$ cat config.mk
export PLATFORM = sky130hd
export DESIGN_NAME = memwin_decoder
export DESIGN_NICKNAME = d
export VERILOG_FILES = /design/src/rtl/memwin_pkg.sv /design/src/rtl/memwin_lockreg.sv /design/src/rtl/memwin_window.sv /design/src/rtl/memwin_decoder.sv
export SDC_FILE = /design/constraint.sdc
export NUM_CORES = 1
export LEC_CHECK = 0
export ABC_AREA = 0
export BUFFER_PORTS_ARGS = -buffer_cell sky130_fd_sc_hd__buf_2
export CORE_UTILIZATION = 53
export CTS_BUF_LIST = sky130_fd_sc_hd__clkbuf_4
export DETAILED_ROUTE_END_ITERATION = 10
export HOLD_SLACK_MARGIN = 0.08
export PLACE_DENSITY = 0.88
export SLEW_MARGIN = 20
export SYNTH_ARGS = -nofsm -noshare
export SYNTH_HDL_FRONTEND = slang
export SYNTH_HIERARCHICAL = 1
export SYNTH_SLANG_ARGS = --single-unit
$ cat constraint.sdc
create_clock -name clk -period 3.4 [get_ports clk]
set_input_delay 0.34 -clock clk [delete_from_list [all_inputs] [get_ports clk]]
set_output_delay 0.34 -clock clk [all_outputs]
set_load 0.05 [all_outputs]
$ cat src/rtl/memwin_pkg.sv
package memwin_pkg;

  // Register select encoding on the configuration port
  typedef enum logic {
    SEL_TOP  = 1'b0,
    SEL_BASE = 1'b1
  } memwin_sel_e;

  localparam int CMP_W = 64;

  // Address lies under the top of usable memory
  function automatic logic below_top(input logic [CMP_W-1:0] a,
                                     input logic [CMP_W-1:0] top);
    return a < top;
  endfunction

  // Address lies in the protected segment; an empty segment never hits
  function automatic logic in_segment(input logic [CMP_W-1:0] a,
                                      input logic [CMP_W-1:0] base,
                                      input logic [CMP_W-1:0] top);
    return (base < top) && (a >= base) && (a < top);
  endfunction

endpackage

$ cat src/rtl/memwin_lockreg.sv
module memwin_lockreg #(
  parameter int FIELD_W     = 12,
  parameter int RESET_FIELD = 0
) (
  input  logic               clk,
  input  logic               rst_n,
  input  logic               wr_en,
  input  logic [FIELD_W-1:0] wr_field,
  input  logic               wr_lock,
  output logic [FIELD_W-1:0] field,
  output logic               locked,
  output logic               wr_taken
);

  // A write lands only while the register is still open
  assign wr_taken = wr_en && !locked;

  always_ff @(posedge clk or negedge rst_n) begin
    if (!rst_n) begin
      field  <= FIELD_W'(RESET_FIELD);
      locked <= 1'b0;
    end else if (wr_taken) begin
      field  <= wr_field;
      locked <= wr_lock;
    end
  end

endmodule

$ cat src/rtl/memwin_window.sv
module memwin_window
  import memwin_pkg::*;
#(
  parameter int ADDR_W  = 32,
  parameter int GRAN_W  = 20,
  localparam int FIELD_W = ADDR_W - GRAN_W
) (
  input  logic               clk,
  input  logic               rst_n,
  input  logic               probe_vld,
  input  logic [ADDR_W-1:0]  probe_addr,
  input  logic [FIELD_W-1:0] top_field,
  input  logic [FIELD_W-1:0] base_field,
  output logic               hit_vld,
  output logic               hit_mem,
  output logic               hit_seg
);

  logic [CMP_W-1:0] addr_ext, top_ext, base_ext;
  logic             mem_now, seg_now;

  // Granule-aligned limits: low GRAN_W bits are zero
  assign addr_ext = CMP_W'(probe_addr);
  assign top_ext  = CMP_W'({top_field,  {GRAN_W{1'b0}}});
  assign base_ext = CMP_W'({base_field, {GRAN_W{1'b0}}});

  assign mem_now = below_top(addr_ext, top_ext);
  assign seg_now = in_segment(addr_ext, base_ext, top_ext);

  always_ff @(posedge clk or negedge rst_n) begin
    if (!rst_n) begin
      hit_vld <= 1'b0;
      hit_mem <= 1'b0;
      hit_seg <= 1'b0;
    end else begin
      hit_vld <= probe_vld;
      hit_mem <= probe_vld && mem_now;
      hit_seg <= probe_vld && seg_now;
    end
  end

endmodule

$ cat src/rtl/memwin_decoder.sv
module memwin_decoder
  import memwin_pkg::*;
#(
  parameter int ADDR_W   = 32,
  parameter int GRAN_W   = 20,
  parameter int TOP_RST  = 1,
  parameter int BASE_RST = 0,
  localparam int FIELD_W = ADDR_W - GRAN_W,
  localparam int NREG    = 2
) (
  input  logic              clk,
  input  logic              rst_n,
  input  logic              cfg_wr,
  input  logic              cfg_sel,
  input  logic [ADDR_W-1:0] cfg_wdata,
  output logic [ADDR_W-1:0] cfg_rdata,
  input  logic              addr_vld,
  input  logic [ADDR_W-1:0] addr,
  output logic              hit_vld,
  output logic              hit_mem,
  output logic              hit_seg
);

  logic [FIELD_W-1:0] fld   [NREG];
  logic               lck   [NREG];
  logic               taken [NREG];

  for (genvar g = 0; g < NREG; g++) begin : g_reg
    memwin_lockreg #(
      .FIELD_W    (FIELD_W),
      .RESET_FIELD((g == int'(SEL_TOP)) ? TOP_RST : BASE_RST)
    ) u_reg (
      .clk     (clk),
      .rst_n   (rst_n),
      .wr_en   (cfg_wr && (cfg_sel == 1'(g))),
      .wr_field(cfg_wdata[ADDR_W-1:GRAN_W]),
      .wr_lock (cfg_wdata[0]),
      .field   (fld[g]),
      .locked  (lck[g]),
      .wr_taken(taken[g])
    );
  end

  // Named views for the checker
  logic [FIELD_W-1:0] top_field, base_field;
  logic               top_lock, base_lock, top_wr_taken, base_wr_taken;
  assign top_field     = fld[int'(SEL_TOP)];
  assign base_field    = fld[int'(SEL_BASE)];
  assign top_lock      = lck[int'(SEL_TOP)];
  assign base_lock     = lck[int'(SEL_BASE)];
  assign top_wr_taken  = taken[int'(SEL_TOP)];
  assign base_wr_taken = taken[int'(SEL_BASE)];

  // Reserved write bits carry no state
  logic unused_rsvd;
  assign unused_rsvd = ^cfg_wdata[GRAN_W-1:1];

  always_comb begin
    if (cfg_sel == SEL_BASE)
      cfg_rdata = {base_field, {(GRAN_W-1){1'b0}}, base_lock};
    else
      cfg_rdata = {top_field, {(GRAN_W-1){1'b0}}, top_lock};
  end

  memwin_window #(
    .ADDR_W(ADDR_W),
    .GRAN_W(GRAN_W)
  ) u_win (
    .clk       (clk),
    .rst_n     (rst_n),
    .probe_vld (addr_vld),
    .probe_addr(addr),
    .top_field (top_field),
    .base_field(base_field),
    .hit_vld   (hit_vld),
    .hit_mem   (hit_mem),
    .hit_seg   (hit_seg)
  );

endmodule

==> key figures <==
Global route
  – GRT Total Usage: 21.87%
  – GRT overflow: 0
  – Initial antenna violation count: 0
  – Global-route wire length before repair: 8300 µm
  – Largest net degree at the start of global routing: 30
  – Vias in the first global route: 1,876

Place
  – GP Congestion: 0.8348
  – Hpwl dp: 3922 µm
  – IO buf count: 65
  – Dpl cells: 323

Yosys
  – Post-synth top area cell: dfrtp_1
  – Average cell area after synthesis: 11.28 µm²
  – Sequential share of the synthesized area: 30.53%
  – Synth cell types: 34
  – Synthesized cell area: 2381 µm²
  – Synth Warn #: 6
  – Area contributors post-synth: dfrtp_1 (29%), ha_1 (18%), mux2_4 (16%)
  – Area fraction of the dominant cell type after synthesis: 29.43%
  – Post-synthesis cell count: 211
  – Yosys reg bits: 29

CTS
  – Post-CTS Setup Bufs: 0
  – CTS clk-pin slew, worst paths: 0.09 ns
  – CTS tree: yes
  – Max H-tree Level: 2
  – Clk_lat worst skew: 0.33 ns
  – Sink Count: 29
  – Clock buffer depth: 2
  – CTS Buf Count: 5
  – Clk root buf: clkbuf_4
  – Post-cts resize count: 0

Detailed routing
  – DR WL/cell: 14.93 µm
  – Via density: 5.389
  – DRT iter0 DRCs: 27
  – DRC: 0
  – Post-route ant nets: 0
  – Via count: 1,789
  – Post-Route WL: 4956 µm
  – Drt pass-1 iters: 4

Worst setup path
  – CP required: 3.62 ns
  – Crit path max-delay family: simple AND/OR/NAND/NOR gates
  – CP Buf/Inv Count: 1
  – CP cell instances: inv_1 > ha_1 > or4b_1 > nor4_1 > a221o_1 > o31ai_1 > nor4bb_1
  – Worst Setup Start Kind: flip-flop
  – Data arrival, critical path: 2.47 ns
  – Crit path max fanout: 4
  – Slowest-stage cell, CP: or4b_1
  – WS Path Type: reg2reg
  – CP max stage delay: 0.44 ns
  – Setup crit end kind: flip-flop

STA
  – Final setup viols: 0
  – Clk_skew: 0.01065 ns
  – Slew margin rel.: 55.45%
  – Final Hold Viols: 0
  – Period Utilization, post-route: 66.13%
  – Min Clock Period, post-route: 2.249 ns
  – Unrepaired setup endpoints after global routing: false
  – Fmax: 444.7 MHz
  – Setup TNS: 0 ns
  – Final Max Tran Viols: 0
  – Slew @ Worst Pin: 0.6683 ns

Hold path
  – Worst Hold Class: in2reg

Floorplan
  – I/O pin count: 104
  – Core ar.: 4324 µm²
  – Die Y: 69.03 µm
  – Chip Width: 69.03 µm
  – Site Rows: 24
  – DIE AREA: 4764 µm²
  – Initial Util: 55.06%

Pwr
  – Cell Pwr Density: 625.8 nW/µm²
  – Leak Pwr: 0.001416 µW
  – Maximum vdd ir drop: 0.0004005 V

Finish
  – Fin nets: 382
  – Final Non-Filler Cells: 332
  – Share of cells above drive strength 1: 41.79%
  – Diode count: 0
  – Layout area overhead: 12.98%

Run
  – Number of max-cap violations: 0

Status
  – Outcome: finished clean
[state kept, by name (all words and copies together) (netlist names)]
| name | cells |
|---|---|
| u_win/hit_mem | 1 |
| g.u_reg/locked | 2 |
| u_win/hit_seg | 1 |
| u_win/hit_vld | 1 |
| g.u_reg/field | 24 |
[layout make-up]
class,instances,area (µm²)
fillers,363,1634
multi-input cells,153,1418
flip-flops and latches,29,726.9
repair buffers,66,335.3
inverters,24,90.09
well taps,52,65.06
clock buffers,6,45.04
clock inverters,2,10.01
[Yosys cell counts]
| cell type | instances |
|---|---|
| o21ai_0 | 4 |
| o211ai_1 | 1 |
| and2_1 | 1 |
| ha_1 | 34 |
| a221oi_1 | 1 |
| mux2_2 | 11 |
| nand2_1 | 6 |
| nand3_1 | 5 |
| nor2b_4 | 2 |
| a221o_1 | 1 |
| a211oi_1 | 6 |
| buf_4 | 19 |
| nor4bb_1 | 1 |
| inv_1 | 24 |
| nand4b_1 | 1 |
| nor2_1 | 3 |
| and2_2 | 1 |
| or4_1 | 4 |
| mux2_4 | 26 |
| a21oi_1 | 9 |
| nor2b_1 | 2 |
| o31ai_1 | 2 |
| or4b_1 | 1 |
| nor4_1 | 2 |
| buf_6 | 1 |
| dfstp_2 | 1 |
| dfrtp_1 | 28 |
| and2b_2 | 1 |
| nand4_1 | 4 |
| nand2b_1 | 2 |
| buf_12 | 3 |
| conb_1 | 1 |
| a21o_2 | 2 |
| a21o_1 | 1 |
[kinds of logic after synthesis]
| logic type | Yosys count | synth area share [%] |
|---|---|---|
| AO/OA/AOI/OAI | 27 | 7.409 |
| buffers and inverters | 47 | 12.77 |
| multiplexers | 37 | 21.60 |
| adder cells (fa/ha/maj) | 34 | 17.87 |
| flip-flops | 29 | 30.53 |
| AND/OR/NAND/NOR | 36 | 9.669 |
| other | 1 | 0.1575 |
[placed cells by master (no fill, tap or decap)]
cell type / synthesis / routed
nor2b_4: 2 / 2
or4_1: 4 / 4
nor4bb_1: 1 / 1
a211oi_1: 6 / 6
a21o_2: 2 / 2
or4b_1: 1 / 1
and2b_2: 1 / 1
ha_1: 34 / 34
mux2_4: 26 / 26
nor2b_1: 2 / 2
and2_2: 1 / 1
nand4b_1: 1 / 1
clkbuf_4: 0 / 6
o31ai_1: 2 / 2
a21oi_1: 9 / 9
a221oi_1: 1 / 1
clkinv_2: 0 / 2
inv_1: 24 / 24
conb_1: 1 / 19
nand2b_1: 2 / 2
nand2_1: 6 / 6
nor4_1: 2 / 2
a21o_1: 1 / 1
dfstp_2: 1 / 1
o211ai_1: 1 / 1
nand3_1: 5 / 5
o21ai_0: 4 / 4
dlygate4sd3_1: 0 / 1
nor2_1: 3 / 3
dfrtp_1: 28 / 28
a221o_1: 1 / 1
nand4_1: 4 / 4
buf_2: 0 / 65
and2_1: 1 / 1
mux2_2: 11 / 11
[layer usage]
layer  vias up  GRT usage, %  wire, µm
met4         0         9.070       108
met2        75         37.54      2399
met3         9         5.117       330
met5         -             0         0
met1       851         26.15      2117
li1        854             -         -
[worst paths after layout]
path | from | end | slack (ns) | cells after the start
setup / recovery | g_reg[1].u_reg/field[3] | u_win/hit_seg | 1.15 | 7
hold / removal | addr_vld | u_win/hit_vld | 0.15 | 1
setup reg to reg | g_reg[1].u_reg/field[3] | u_win/hit_seg | 1.15 | 7
hold reg to reg | g_reg[0].u_reg/field[9] | g_reg[0].u_reg/field[9] | 0.55 | 1
max in group asynchronous | rst_n | u_win/hit_seg | 2.39 | 2
min in group asynchronous | rst_n | g_reg[0].u_reg/field[5] | 0.57 | 2
[metrics by stage]
step / util [%] / total power [µW] / setup WS [ns] / area [µm²] / hold slack, ns
finish: 62.21 / 1683 / 1.152 / 2690 / 0.1518
global route: 62.21 / 1799 / 0.9872 / 2690 / 0.1364
CTS: 62.21 / 1683 / 1.126 / 2690 / 0.1379
detailed placement: 60.71 / 1465 / 1.158 / 2625 / 0.4078
global placement: 60.71 / 1421 / 1.192 / 2625 / 0.3883
floorplan: - / 1269 / 1.460 / 2449 / 0.04441
[power breakdown]
part           switching [µW]  internal, µW
combinational             547           388
sequential               96.6           443
clock                     122          86.5
[repair_timing]
action | in CTS | in global routing
endpoints found under the setup margin | 0 | 0
hold buffers | 1 | 0
endpoints found under the hold margin | 28 | 0
Power figures use the tool's default switching activity.
